===== src/rtl/ling_pkg.sv =====
package ling_pkg;

  // Generate/propagate pair carried through the prefix tree.
  typedef struct packed {
    logic g;
    logic p;
  } gp_t;

  // Identity element of the merge: no generate, full propagate.
  localparam gp_t GP_IDENT = '{g: 1'b0, p: 1'b1};

  // Merge a higher-order group with the adjacent lower-order group.
  function automatic gp_t gp_merge(input gp_t hi, input gp_t lo);
    gp_t r;
    r.g = hi.g | (hi.p & lo.g);
    r.p = hi.p & lo.p;
    return r;
  endfunction

  // Two-bit sum slice given its pseudo-carry value h.
  // p_below is the OR-propagate of the bit under the slice.
  function automatic logic [1:0] pair_sum(input logic d_hi, input logic d_lo,
                                          input logic g_lo, input logic p_lo,
                                          input logic p_below, input logic h);
    logic c_lo;
    logic c_hi;
    c_lo = p_below & h;
    c_hi = g_lo | (p_lo & c_lo);
    return {d_hi ^ c_hi, d_lo ^ c_lo};
  endfunction

endpackage


===== src/rtl/ling_bitcells.sv =====
module ling_bitcells
  import ling_pkg::*;
#(
  parameter int WIDTH = 64
) (
  input  logic [WIDTH-1:0]   op_a,
  input  logic [WIDTH-1:0]   op_b,
  output gp_t  [WIDTH-1:0]   ling_pair,
  output logic [WIDTH-1:0]   bit_p,
  output logic [WIDTH-1:0]   bit_d,
  output logic [WIDTH/2-1:0] gen_even
);

  localparam int GROUPS = WIDTH / 2;

  assign bit_p = op_a | op_b;
  assign bit_d = op_a ^ op_b;

  // Ling input pairs: generate of bit j with the propagate of bit j-1.
  // Carry-in is zero, so the lowest pair has no propagate.
  genvar j;
  generate
    for (j = 0; j < WIDTH; j++) begin : g_pair
      assign ling_pair[j].g = op_a[j] & op_b[j];
      if (j == 0) begin : g_lsb
        assign ling_pair[j].p = 1'b0;
      end else begin : g_upper
        assign ling_pair[j].p = op_a[j-1] | op_b[j-1];
      end
    end
    for (j = 0; j < GROUPS; j++) begin : g_even
      assign gen_even[j] = op_a[2*j] & op_b[2*j];
    end
  endgenerate

endmodule


===== src/rtl/ling_prefix_level.sv =====
module ling_prefix_level
  import ling_pkg::*;
#(
  parameter int NODES  = 32,
  parameter int RADIX  = 2,
  parameter int STRIDE = 1
) (
  input  gp_t [NODES-1:0] in_n,
  output gp_t [NODES-1:0] out_n
);

  // Node m merges itself with up to RADIX-1 nodes spaced STRIDE below it.
  always_comb begin
    gp_t acc;
    for (int m = 0; m < NODES; m++) begin
      acc = in_n[m];
      for (int k = 1; k < RADIX; k++) begin
        if (m >= k * STRIDE) begin
          acc = gp_merge(acc, in_n[m - k * STRIDE]);
        end
      end
      out_n[m] = acc;
    end
  end

endmodule


===== src/rtl/ling_prefix_tree.sv =====
module ling_prefix_tree
  import ling_pkg::*;
#(
  parameter int WIDTH = 64,
  parameter int RAD1  = 4,
  parameter int RAD2  = 2,
  parameter int RAD3  = 4,
  parameter int RAD4  = 2
) (
  input  gp_t  [WIDTH-1:0]   ling_pair,
  output logic [WIDTH/2:0]   ling_h
);

  localparam int NODES = WIDTH / 2;
  localparam int STR2  = RAD1 / 2;
  localparam int STR3  = (RAD1 * RAD2) / 2;
  localparam int STR4  = (RAD1 * RAD2 * RAD3) / 2;

  gp_t [NODES-1:0] lvl1;
  gp_t [NODES-1:0] lvl2;
  gp_t [NODES-1:0] lvl3;
  gp_t [NODES-1:0] lvl4;

  // Level 1: node m ends at odd bit 2m+1 and spans RAD1 bits.
  always_comb begin
    gp_t acc;
    for (int m = 0; m < NODES; m++) begin
      acc = ling_pair[2*m+1];
      for (int k = 1; k < RAD1; k++) begin
        if (2*m + 1 - k >= 0) begin
          acc = gp_merge(acc, ling_pair[2*m+1-k]);
        end
      end
      lvl1[m] = acc;
    end
  end

  ling_prefix_level #(.NODES(NODES), .RADIX(RAD2), .STRIDE(STR2)) u_lvl2 (
    .in_n (lvl1),
    .out_n(lvl2)
  );

  ling_prefix_level #(.NODES(NODES), .RADIX(RAD3), .STRIDE(STR3)) u_lvl3 (
    .in_n (lvl2),
    .out_n(lvl3)
  );

  ling_prefix_level #(.NODES(NODES), .RADIX(RAD4), .STRIDE(STR4)) u_lvl4 (
    .in_n (lvl3),
    .out_n(lvl4)
  );

  // Pseudo-carry at even bit 2(m+1) is the full group generate up to bit 2m+1.
  assign ling_h[0] = 1'b0;
  genvar m;
  generate
    for (m = 0; m < NODES; m++) begin : g_h
      assign ling_h[m+1] = lvl4[m].g;
    end
  endgenerate

  logic unused_group_p;
  always_comb begin
    unused_group_p = 1'b0;
    for (int n = 0; n < NODES; n++) unused_group_p = unused_group_p ^ lvl4[n].p;
  end

endmodule


===== src/rtl/ling_cond_sum.sv =====
module ling_cond_sum
  import ling_pkg::*;
#(
  parameter int WIDTH = 64
) (
  input  logic [WIDTH-1:0]   bit_p,
  input  logic [WIDTH-1:0]   bit_d,
  input  logic [WIDTH/2-1:0] gen_even,
  input  logic [WIDTH/2:0]   ling_h,
  output logic [WIDTH-1:0]   sum_sel,
  output logic               cout_sel
);

  localparam int GROUPS = WIDTH / 2;

  logic [WIDTH-1:0] sum_if0;
  logic [WIDTH-1:0] sum_if1;

  genvar m;
  generate
    for (m = 0; m < GROUPS; m++) begin : g_slice
      logic p_below;
      if (m == 0) begin : g_first
        assign p_below = 1'b0;
      end else begin : g_rest
        assign p_below = bit_p[2*m-1];
      end
      assign sum_if0[2*m+1:2*m] = pair_sum(bit_d[2*m+1], bit_d[2*m], gen_even[m],
                                           bit_p[2*m], p_below, 1'b0);
      assign sum_if1[2*m+1:2*m] = pair_sum(bit_d[2*m+1], bit_d[2*m], gen_even[m],
                                           bit_p[2*m], p_below, 1'b1);
      assign sum_sel[2*m+1:2*m] = ling_h[m] ? sum_if1[2*m+1:2*m] : sum_if0[2*m+1:2*m];
    end
  endgenerate

  assign cout_sel = bit_p[WIDTH-1] & ling_h[GROUPS];

endmodule


===== src/rtl/ling_adder64.sv =====
module ling_adder64
  import ling_pkg::*;
#(
  parameter int WIDTH   = 64,
  parameter int RAD1    = 4,
  parameter int RAD2    = 2,
  parameter int RAD3    = 4,
  parameter int RAD4    = 2,
  parameter bit OUT_REG = 1'b1
) (
  input  logic             clk,
  input  logic             rst_n,
  input  logic [WIDTH-1:0] op_a,
  input  logic [WIDTH-1:0] op_b,
  output logic [WIDTH-1:0] sum,
  output logic             cout
);

  localparam int GROUPS = WIDTH / 2;

  gp_t  [WIDTH-1:0]  ling_pair;
  logic [WIDTH-1:0]  bit_p;
  logic [WIDTH-1:0]  bit_d;
  logic [GROUPS-1:0] gen_even;
  logic [GROUPS:0]   ling_h;
  logic [WIDTH-1:0]  comb_sum;
  logic              comb_cout;

  ling_bitcells #(.WIDTH(WIDTH)) u_cells (
    .op_a     (op_a),
    .op_b     (op_b),
    .ling_pair(ling_pair),
    .bit_p    (bit_p),
    .bit_d    (bit_d),
    .gen_even (gen_even)
  );

  ling_prefix_tree #(
    .WIDTH(WIDTH), .RAD1(RAD1), .RAD2(RAD2), .RAD3(RAD3), .RAD4(RAD4)
  ) u_tree (
    .ling_pair(ling_pair),
    .ling_h   (ling_h)
  );

  ling_cond_sum #(.WIDTH(WIDTH)) u_sel (
    .bit_p   (bit_p),
    .bit_d   (bit_d),
    .gen_even(gen_even),
    .ling_h  (ling_h),
    .sum_sel (comb_sum),
    .cout_sel(comb_cout)
  );

  generate
    if (OUT_REG) begin : g_reg
      always_ff @(posedge clk or negedge rst_n) begin
        if (!rst_n) begin
          sum  <= '0;
          cout <= 1'b0;
        end else begin
          sum  <= comb_sum;
          cout <= comb_cout;
        end
      end
    end else begin : g_comb
      assign sum  = comb_sum;
      assign cout = comb_cout;
      logic unused_clk_rst;
      assign unused_clk_rst = clk ^ rst_n;
    end
  endgenerate

endmodule


===== config.mk =====
export PLATFORM = sky130hd
export DESIGN_NAME = ling_adder64
export DESIGN_NICKNAME = d
export VERILOG_FILES = /design/src/rtl/ling_pkg.sv /design/src/rtl/ling_bitcells.sv /design/src/rtl/ling_prefix_level.sv /design/src/rtl/ling_prefix_tree.sv /design/src/rtl/ling_cond_sum.sv /design/src/rtl/ling_adder64.sv
export SDC_FILE = /design/constraint.sdc
export NUM_CORES = 1
export LEC_CHECK = 0
export ABC_AREA = 0
export BUFFER_PORTS_ARGS = -buffer_cell sky130_fd_sc_hd__buf_4
export CAP_MARGIN = 20
export CORE_MARGIN = 4
export CORE_UTILIZATION = 40
export CTS_CLUSTER_DIAMETER = 150
export CTS_CLUSTER_SIZE = 24
export DETAILED_ROUTE_END_ITERATION = 12
export PLACE_DENSITY = 0.78
export RECOVER_POWER = 100
export SLEW_MARGIN = 20
export SYNTH_ARGS = -nofsm -noshare
export SYNTH_HDL_FRONTEND = slang
export SYNTH_SLANG_ARGS = --single-unit

===== constraint.sdc =====
create_clock -name clk -period 0.8 [get_ports clk]
set_input_delay 0.12 -clock clk [delete_from_list [all_inputs] [get_ports clk]]
set_output_delay 0.12 -clock clk [all_outputs]
set_load 0.02 [all_outputs]

**After elaboration in Yosys (flattened, before gate mapping)**

Index checks and enable logic that the tools add are counted.

- Register bits after elaboration: 65
- Input port bits: 130
- Output and inout bits: 65
- Logic and storage cells: 923

- Muxes and demuxes: 31
- Bitwise logic cells: 890

Operator list:

| operator | number |
|---|---|
| 1-bit AND | 488 |
| 1-bit OR | 306 |
| 1-bit bitwise XOR | 94 |
| 64-bit OR | 1 |
| 64-bit bitwise XOR | 1 |
| 2-bit 2-to-1 mux | 31 |

**Depth between registers and ports, before layout**

Gate-level depths: netlist (run 1).

- Word-level depth: 14
- Gate-level depth with buffers: 11
- Depth with buffers taken out: 11

**By module**

A second synthesis (run 1) with hierarchy kept.

- Cells, all modules: 986
- Area, all modules: 7,708.6 µm²

By module, submodules not included:

| module | times used | cells an instance | area each (µm²) | seq. area each (µm²) |
|---|---|---|---|---|
| ling_bitcells | 1 | 417 | 3,046.7 | 0.0 |
| ling_adder64 | 1 | 65 | 1,626.6 | 1,626.6 |
| ling_cond_sum | 1 | 127 | 907.1 | 0.0 |
| ling_prefix_level at u_tree.u_lvl3 | 1 | 120 | 620.6 | 0.0 |
| ling_prefix_tree | 1 | 129 | 581.8 | 0.0 |
| ling_prefix_level at u_tree.u_lvl4 | 1 | 64 | 480.5 | 0.0 |
| ling_prefix_level at u_tree.u_lvl2 | 1 | 64 | 445.4 | 0.0 |

**Worst setup path after synthesis (run 1)**

Ideal clock, no wire load.

- Path kind: input -> register
- Start point: input op_a[14]
- End point: register sum[42]
- Library setup time: 125 ps
- Arrival: 2,219 ps
- Data required time: 675 ps
- Setup slack: -1,544 ps
- Cell stages on the path: 9
- Buffers on the path: 0
- Cells stage by stage: ha_1 nor2b_1 o21a_1 o31a_1 o311a_1 or3_4 nor2_2 o211a_1 mux2_2

- Word-level cells in the longest chain between the ends: 9
- Elaborated cells on any way between the ends: 15
- Those cells by class: 1 x mux; 14 x bitwise

Ends and longest elaborated chain:

| element | RTL line | RTL |
|---|---|---|
| start: declaration | ling_adder64.sv:13 | `input logic [WIDTH-1:0] op_a,` |
| 1-bit OR | ling_bitcells.sv:28 | `assign ling_pair[j].p = op_a[j-1] \| op_b[j-1];` |
| 1-bit AND | ling_pkg.sv:16 | `r.p = hi.p & lo.p;` |
| 1-bit AND (on tied branches) | ling_pkg.sv:15, ling_pkg.sv:16 |  |
| 1-bit OR or 1-bit AND (tied branches) | ling_pkg.sv:15 | `r.g = hi.g \| (hi.p & lo.g);` |
| 1-bit OR | ling_pkg.sv:15 |  |
| 1-bit AND | ling_pkg.sv:15 |  |
| 1-bit OR | ling_pkg.sv:15 |  |
| 1-bit OR (*) | ling_pkg.sv:15 |  |
| 2-bit 2-to-1 mux (*) | ling_cond_sum.sv:32 | `assign sum_sel[2*m+1:2*m] = ling_h[m] ? sum_if1[2*m+1:2*m] : sum_if0[2*m+1:2*m];` |
| net comb_sum[42] | ling_adder64.sv:26 | `logic [WIDTH-1:0] comb_sum;` |
| end signal: assignment | ling_adder64.sv:61 | `sum <= comb_sum;` |
| end: declaration | ling_adder64.sv:15 | `output logic [WIDTH-1:0] sum,` |

The timed path passes the listed nets; every way through them passes the cells marked *.

**Worst setup path after layout (run 1)**

- Start point: input op_a[15]
- End point: register sum[46]

- Word-level cells in the longest chain between the ends: 11
- Elaborated cells on any way between the ends: 18
- Those cells by class: 1 x mux; 17 x bitwise

Ends and longest elaborated chain:

| element | RTL line |
|---|---|
| 1-bit OR | ling_bitcells.sv:28 |
| 1-bit AND | ling_pkg.sv:16 |
| 1-bit AND (on tied branches) | ling_pkg.sv:15, ling_pkg.sv:16 |
| 1-bit OR or 1-bit AND (tied branches) | ling_pkg.sv:15 |
| 1-bit OR | ling_pkg.sv:15 |
| 1-bit AND | ling_pkg.sv:15 |
| 1-bit OR | ling_pkg.sv:15 |
| 1-bit AND | ling_pkg.sv:15 |
| 1-bit OR | ling_pkg.sv:15 |
| 1-bit OR (*) | ling_pkg.sv:15 |
| 2-bit 2-to-1 mux (*) | ling_cond_sum.sv:32 |
| net comb_sum[46] | ling_adder64.sv:26 |

Marks and branches as above.

==> reports/results.ini, run 1 <==
[status]
status=finished, violations left
violations=negative setup slack

[placement]
place_congestion=0.864
post-place-ws_ns=-1.87
port_buffers=194
placed_cells=1386
hpwl_um=18300

[global_routing]
grt_max_degree=38
grt_pass1_vias=8160
grt_pass1_wl_um=39300
grt_overflow_total=0
grtUsageTotal=0.248
antenna_found_initial=0

[timing]
hold_violations=0
setup_slack_ns=-1.48
tns_ns=-87.26
slew-limit-headroom=0.607
period_share=2.85
drv_slew=0
setup_viol=188
fin_crit_ns=2.28
max_freq_ghz=0.439
tightest_slew_ns=0.584
rsz0062_at_grt=true

[detailed_routing]
drc=0
wirelength_um=25700
num_vias=7151
wl_per_cell_um=17.9
drt_iter0_markers=219
dr.pass1.iters=4
ant_nets=0
vias_per_cell=4.98

[power_and_ir_drop]
p_leak_nw=6.47
power.share.combinational=0.517
pwr-share-clk=0.248
power_density_mw_per_mm2=1410
p_int_mw=12.1
fin_total_pwr_mw=18.6
ir_drop_mv=0.989
swShare=0.350
p_switching_mw=6.50
seq_power_share=0.236

[synthesis]
synth_largest_area_cell=ha_1
netlist_instances=756
async_flop_share=1.00
netlist_area_mm2=0.00703
synth.net_count=1052
synth_top_area_frac=0.240
avgSynthCellArea_um2=9.29
ys.flop_type=dfrtp_1
yosysSeqAreaShare=0.232
ys_top_cells_by_area=ha_1, dfrtp_1, inv_1
synth-edff-count=0
ys_warn_count=0
yosysUniqueCellTypes=65
ys_ff_latch=65

[die]
die-area_mm2=0.0197
fp.dieW_um=141
core-area_mm2=0.0172
num_rows=48
die_h_um=141
initial_core_util=0.408
pin_count=195

[worst_setup_path]
crit_path_end_kind=flop
cp_common_cell=buf_6
slowest_delay_ns=0.45
critPathTopFamily=compound AO/OA/AOI/OAI gates
crit_arrival_ns=2.50
worstPathCellList=buf_4 -> ha_1 -> o21a_1 -> o31a_1 -> o311a_1 -> or3_4 -> a21oi_4 -> buf_6 -> buf_6 -> mux2_4
cp-start-kind=primary input
critPathMaxFanout=4
critPathSlowestCell=or3_4
path_class=primary input to flop
path_buf_inv=3
required_ns=1.02

[layout]
ff_latch_area_mm2=0.00163
diodes=0
area_growth_pct=86.9
fillCellCount=1030
drive_above_1_share=0.568
fin_util=0.762
final_cells=1437
layout_common_cells=buf_4, inv_1, buf_6
mostFrequentLayoutCell=buf_4
multiInputGateArea_mm2=0.00617
nNetsFinal=1503

[clock_tree]
htreeDepth=3
cts_buffers=9
cts_tree=built
cts_buffer_depth=2
clock-sinks=65
clkSlewWorstSetupHoldPaths_ns=0.06
cts-root-buf=clkbuf_16

[worst_hold_path]
min_path_type=primary input to flop

[job]
drv_cap=0

[power groups by stage]
stage	Clock, mW	Sequential, mW	Combinational (mW)
after floorplan	0	5.15	3.04
after global placement	0	4.29	7.47
after detailed placement	0	4.29	7.72
after CTS	4.64	4.38	8.85
after global routing	4.76	4.44	10.2
final	4.60	4.38	9.59
[cells in the mapped netlist (3+ instances only)]
cell type / number
a21oi_1: 26
nor2_1: 43
o21ai_1: 5
mux2i_1: 28
nor4_1: 16
fa_1: 31
nand2_1: 19
a211o_1: 3
xnor2_1: 28
o22ai_1: 3
nand3_1: 12
a31oi_1: 7
dfrtp_1: 65
o311ai_0: 3
inv_1: 182
nor3_1: 9
o31ai_1: 8
and3_1: 3
mux2_2: 30
or3_1: 3
nor2b_1: 17
nand4_1: 3
nand2b_1: 4
ha_1: 135
a21o_1: 4
o21ai_0: 17
[sequential cells by signal, indices dropped and copies added, names as in the netlist]
signal and count:
cout 1, sum 64
[per-layer routing]
metal	global-route usage	share of wire	vias up
met4	0.113	0.042	0
met3	0.0396	0.042	77
met1	0.277	0.38	3463
li1	-	-	3409
met2	0.459	0.53	202
met5	0	0	-
[final timing paths]
kind	from	depth (start not counted)	endpoint	slack (ns)
max	op_a[15]	10	sum[46]$_DFF_PN0_	-1.48
max in group asynchronous	rst_n	3	sum[50]$_DFF_PN0_	-0.10
min	op_a[0]	3	sum[0]$_DFF_PN0_	0.08
min in group asynchronous	rst_n	2	sum[23]$_DFF_PN0_	0.27
[cells by family (layout without fill, tap and decap cells)]
family | after synthesis | in the layout | share of synthesized area
AOI/OAI and AO/OA | 111 | 111 | 0.111
xor gates and xnor gates | 29 | 29 | 0.0362
adders and majority gates | 166 | 166 | 0.329
buffers and inverters | 182 | 638 | 0.0972
DFF | 65 | 65 | 0.232
muxes | 58 | 58 | 0.0880
and+or+nand+nor | 145 | 145 | 0.107
[final cells by class]
class	count	share of cell area
multi-input cells	509	0.470
repair buffers	440	0.298
flip-flops and latches	65	0.124
inverters	182	0.0610
well taps	225	0.0214
clock buffers	11	0.0192
clock inverters	5	0.00591
[what timing repair did]
action                                 4_1_cts  5_1_grt
setup endpoints to repair                  128      128
buffers inserted                            20       22
endpoints found under the hold margin       65        0
hold buffers                                 1        0
resized for setup                          213      123
pin swaps                                   75       76
[stage by stage]
stage,instance area [um^2],hold slack [ns]
floorplan,7720,-0.176
global placement,11100,-0.0465
detailed placement,11100,-0.0471
CTS,12500,0.0625
global route,13100,0.0752
finish,13100,0.0772
[tightest hold or removal path, stage by stage]
cell and delay, ns:
buf_6 0.11, inv_6 0.04, ha_4 0.11
Note: power is estimated with default switching activity, not from simulation.
==> run 2, diff against run 1 <==
REMOVE_ABC_BUFFERS = 1   (was unset)
==> run 2 against run 1 <==
Net effect:
- utilization shrank 2.1 points
- worst setup slack worse by 0.087 ns
- final area decreased by 2.8%
- die area is the same
- the flow still finishes with violations (negative setup slack)
==> reports/results.ini, run 2 (synthesis results as in run 1) <==
[status]
status=finished, violations left
violations=negative setup slack

[detailed_routing]
wirelength_um=32000
drc=0
wl_per_cell_um=22.4
drt_iter0_markers=473
num_vias=7851
dr.pass1.iters=5
ant_nets=0
vias_per_cell=5.50

[layout]
final_cells=1428
mostFrequentLayoutCell=buf_4
area_growth_pct=81.7
diodes=0
largest_reg_flops=64
nNetsFinal=1494
largestRegisters=sum (64), cout (1)
fillCellCount=1013
layout_common_cells=buf_4, inv_1, buf_6
final_area_mm2=0.0128
drive_above_1_share=0.552
top_register=sum

[job]
drv_cap=0

[placement]
port_buffers=194
hpwl_um=17500
placed_cells=1377
place_congestion=0.927
placed_area_mm2=0.0103

[timing]
tns_ns=-92.27
tightest_slew_ns=0.514
fin_crit_ns=2.37
period_share=2.96
fin_worst_hold_slack_ns=0.0786
max_freq_ghz=0.422
rsz0062_at_grt=true
hold_violations=0
drv_slew=0
setup_slack_ns=-1.57
setup_viol=168
slew-limit-headroom=0.657

[clock_tree]
clkSlewWorstSetupHoldPaths_ns=0.06
htreeDepth=3
cts_buffer_depth=2
cts-root-buf=clkbuf_16
cts_buffers=9
clock-sinks=65
cts_tree=built

[die]
core-area_mm2=0.0172
initial_core_util=0.408
die-area_mm2=0.0197
die_h_um=141
pin_count=195
num_rows=48
fp.dieW_um=141

[worst_setup_path]
slowest_delay_ns=0.45
worstPathCellList=buf_8 -> inv_4 -> ha_4 -> buf_6 -> o31ai_4 -> a31oi_4 -> o31ai_4 -> o211ai_1 -> a21oi_2 -> mux2i_1 -> xnor2_1
startpoint=op_b[2]
critPathSlowestCell=o31ai_4
cp-start-kind=primary input
path_class=primary input to flop
critPathMaxFanout=4
required_ns=1.06
crit_path_end_kind=flop
cp_common_cell=o31ai_4
crit_arrival_ns=2.63

[global_routing]
grt_busiest_layer=met2
grtUsageTotal=0.273
grt_max_degree=32
met2_usage=0.502
antenna_found_initial=0
use_met1=0.279
grt_util_met3=0.0659
grt_overflow_total=0
grt_pass1_vias=8438
grt_pass1_wl_um=42400

[power_and_ir_drop]
fin_total_pwr_mw=18.4
power_density_mw_per_mm2=1440
ir_drop_mv=1.10
p_leak_nw=6.32

[worst_hold_path]
min_from=op_a[0]
min_path_type=primary input to flop
worstHoldPathCells=3
worstHoldEndpoint=sum[0]$_DFF_PN0_

[run 2: critical path: cells and delay by family]
kind            cells  cell delay (ns)
compound gates      5             1.60
mux                 1             0.28
buf+inv             3             0.27
fa+ha+maj           1             0.18
xor+xnor            1             0.17
[run 2: worst max-delay path by stage]
| stage | slack (ns) | depth (start not counted) | to |
|---|---|---|---|
| 2_1_floorplan | -1.54 | 9 | sum[42]$_DFF_PN0_ |
| 3_3_place_gp | -1.83 | 12 | sum[31]$_DFF_PN0_ |
| 3_5_place_dp | -1.90 | 13 | sum[55]$_DFF_PN0_ |
| 4_1_cts | -1.43 | 10 | sum[46]$_DFF_PN0_ |
| 5_1_grt | -1.67 | 12 | sum[37]$_DFF_PN0_ |
| 6_report | -1.57 | 11 | sum[41]$_DFF_PN0_ |
[run 2: timing repair]
item,4_1_cts,5_1_grt
resized for setup,289,175
endpoints found under the setup margin,128,128
hold buffers,1,0
pin swaps,61,65
endpoints found under the hold margin,65,0
buffers inserted,16,29
[run 2: cell type report]
type                            count  area [um^2]  area share
Clock inverter                      5         55.1     0.00431
Timing Repair Buffer              431         3830       0.300
Inverter                          182          748      0.0586
Tap cell                          225          282      0.0221
Multi-Input combinational cell    509         5980       0.468
Sequential cell                    65         1630       0.127
Clock buffer                       11          243      0.0190
[run 2: power breakdown]
| group | leakage (nW) | internal (mW) | switching [mW] |
|---|---|---|---|
| sequential | 0.759 | 3.99 | 0.464 |
| combinational | 5.42 | 5.08 | 4.63 |
| clock | 0.142 | 2.49 | 1.76 |
[run 2: layer usage]
metal | wire [um] | part of all wire | vias up
met3 | 2400 | 0.075 | 209
met4 | 2660 | 0.083 | 0
li1 | - | - | 3381
met2 | 16200 | 0.51 | 468
met1 | 10700 | 0.33 | 3793
met5 | 0 | 0 | -
[run 2: per-stage QoR]
step	utilization	setup slack [ns]
floorplan	-	-1.54
global placement	0.598	-1.83
detailed placement	0.598	-1.90
CTS	0.691	-1.43
global route	0.740	-1.67
finish	0.740	-1.57
==> run 3, diff against run 2 <==
CORE_UTILIZATION = 49   (was 40)
PLACE_DENSITY = 0.91   (was 0.78)
==> run 3 against run 2 <==
Net effect:
- the flow now stops in global routing
- area after synthesis stayed put
- synthesized cell count unchanged
==> reports/results.ini, run 3 <==
[die]
pin_count=195
fp.dieW_um=128
die_h_um=128
initial_core_util=0.502
num_rows=43

[synthesis]
synth.top_cells.by_count=inv_1, ha_1, dfrtp_1
synth_top_area_frac=0.240
synth_most_common_cell=inv_1
netlist_area_mm2=0.00703
netlist_instances=756
synth-edff-count=0
async_flop_share=1.00
synth_largest_area_cell=ha_1
yosysSeqAreaShare=0.232
ys_warn_count=0
avgSynthCellArea_um2=9.29
ys_ff_latch=65
yosysUniqueCellTypes=65
ys_top_cells_by_area=ha_1, dfrtp_1, inv_1
ys.flop_type=dfrtp_1

[global_routing]
grt_max_degree=36
grtUsageTotal=0.719
grt_overflow_total=160

[placement]
hpwl_um=19600
port_buffers=194
place_congestion=0.916

[clock_tree]
cts-root-buf=clkbuf_16
cts_buffers=9
cts_buffer_depth=2
clock-sinks=65
htreeDepth=3

[timing]
worst-ep-kind=register input
grt_worst_setup_endpoint=sum[59]$_DFF_PN0_/D

[status]
stop_stage=global routing
error=[ERROR GRT-0232] Routing congestion too high. Check the congestion heatmap in the GUI.
status=did not finish

==> run 3: cells by family after synthesis <==
group	synth area share
compound gates	0.111
xor+xnor	0.0362
fa+ha+maj	0.329
buf+inv	0.0972
flops	0.232
mux	0.0880
simple gates	0.107
==> run 3: repair_timing <==
action	in CTS
pin swaps	70
hold buffers	1
gates cloned	0
setup buffers	26
hold endpoints to repair	65
gates resized for setup	341
endpoints found under the setup margin	128
==> run 3: metal layers <==
metal,GRT overflow,GRT usage
met1,0,0.666
met2,89,0.916
met3,0,0.564
met4,71,0.787
met5,0,0.192
==> run 3: through the flow <==
step           area (um^2)  TNS [ns]  instances  setup slack (ns)
2_1_floorplan         7030    -73.59        756             -1.54
3_3_place_gp         10300    -93.51       1334             -1.80
3_5_place_dp         10300    -99.65       1334             -1.89
4_1_cts              12200    -77.00       1373             -1.42
==> run 4, diff against run 3 <==
CORE_UTILIZATION = 35   (was 49)
CTS_CLUSTER_DIAMETER = unset   (was 150)
CTS_CLUSTER_SIZE = unset   (was 24)
PLACE_DENSITY = unset   (was 0.91)
PLACE_DENSITY_LB_ADDON = 0.15   (was unset)
clock period = 1 ns   (was 0.8 ns; I/O delays follow)
==> run 4 against run 3 <==
Net effect:
- the flow now finishes, with violations (negative setup slack)
==> reports/results.ini, run 4 (synthesis results as in run 1) <==
[placement]
post-place-ws_ns=-1.69
place_congestion=0.836
placed_cells=1428
placed_area_mm2=0.0104
hpwl_um=16900
port_buffers=194

[worst_setup_path]
crit_path_end_kind=flop
path_class=primary input to flop
crit_arrival_ns=2.46
required_ns=1.23
critPathMaxFanout=5
slowest_delay_ns=0.43
critPathSlowestCell=or3_4
worstPathCellList=buf_8 -> buf_6 -> inv_4 -> ha_4 -> nor2_4 -> a211o_1 -> a32oi_2 -> a21oi_2 -> or3_4 -> a21oi_4 -> o211ai_2 -> mux2_4
cp-start-kind=primary input
critPathTopFamily=compound AO/OA/AOI/OAI gates
path_buf_inv=3

[detailed_routing]
wl_per_cell_um=15.3
ant_nets=0
vias_per_cell=4.62
num_vias=6871
wirelength_um=22800
drc=0
dr.pass1.iters=4
drt_iter0_markers=125

[power_and_ir_drop]
fin_total_pwr_mw=14.4
ir_drop_mv=0.838
power_density_mw_per_mm2=1120
p_leak_nw=6.41

[layout]
layout_common_cells=buf_4, inv_1, buf_6
area_growth_pct=83.8
drive_above_1_share=0.554
nNetsFinal=1512
fin_util=0.659
diodes=0
top_register=sum
final_area_mm2=0.0129
final_cells=1486
mostFrequentLayoutCell=buf_4
largest_reg_flops=64
largestRegisters=sum (64), cout (1)

[global_routing]
grt_pass1_vias=7263
grt_overflow_total=0
grt_pass1_wl_um=35400
antenna_found_initial=0
grt_max_degree=66
grtUsageTotal=0.198

[timing]
setup_slack_ns=-1.24
drv_slew=0
setup_viol=83
rsz0062_at_grt=true
slew-limit-headroom=0.633
hold_violations=0
period_share=2.24
tightest_slew_ns=0.551
max_freq_ghz=0.447
fin_crit_ns=2.24

[clock_tree]
cts_buffer_depth=2
htreeDepth=3
cts_tree=built
clock-sinks=65
cts-root-buf=clkbuf_16
cts_buffers=9
clkSlewWorstSetupHoldPaths_ns=0.06

[die]
num_rows=51
fp.dieW_um=150
die-area_mm2=0.0224
core-area_mm2=0.0196
die_h_um=150
initial_core_util=0.359
pin_count=195

[job]
drv_cap=0

[status]
status=finished, violations left
violations=negative setup slack

[worst_hold_path]
min_path_type=primary input to flop

[run 4: through the flow]
| step | TNS [ns] | hold slack, ns |
|---|---|---|
| after global routing | -65.22 | 0.0997 |
| after CTS | -55.69 | 0.0863 |
| after detailed placement | -86.49 | 0.198 |
| after floorplan | -62.88 | -0.146 |
| after global placement | -84.97 | 0.199 |
| final | -60.14 | 0.0952 |
[run 4: tightest hold or removal path, cell delays in order]
cell and delay [ns]:
buf_6 0.09, inv_2 0.05, ha_4 0.11
[run 4: path summary, 6_finish.rpt]
check | from | to | slack [ns] | cells after the start
worst min-delay path | op_b[0] | sum[0]$_DFF_PN0_ | 0.1 | 3
min in group asynchronous | rst_n | sum[14]$_DFF_PN0_ | 0.46 | 3
worst max-delay path | op_b[4] | sum[50]$_DFF_PN0_ | -1.24 | 12
max in group asynchronous | rst_n | sum[51]$_DFF_PN0_ | 0.14 | 3
[run 4: power by group]
| part | switching [mW] | total [mW] | leakage (nW) | internal [mW] |
|---|---|---|---|---|
| clock network | 1.31 | 3.59 | 0.162 | 2.28 |
| registers | 0.284 | 3.47 | 0.759 | 3.19 |
| logic | 3.31 | 7.37 | 5.49 | 4.05 |
| total | 4.91 | 14.4 | 6.41 | 9.52 |
[run 4: final cells by class]
type | instances | area [um^2]
Clock buffer | 15 | 298
Inverter | 182 | 711
Multi-Input combinational cell | 509 | 6000
Fill cell | 1534 | 6680
Tap cell | 265 | 332
Timing Repair Buffer | 449 | 3920
Clock inverter | 1 | 30.0
Sequential cell | 65 | 1630
[run 4: what timing repair did]
action,4_1_cts,5_1_grt
resized for setup,324,117
hold endpoints to repair,65,0
hold buffers,1,0
pin swaps,94,69
setup endpoints to repair,126,125
setup buffers,23,32
[run 4: routing by layer]
metal	vias to the layer above	GRT usage	share of wire
met2	154	0.355	0.52
met5	-	0	0
met3	28	0.0342	0.049
met4	0	0.0604	0.023
met1	3262	0.241	0.41
li1	3427	-	-
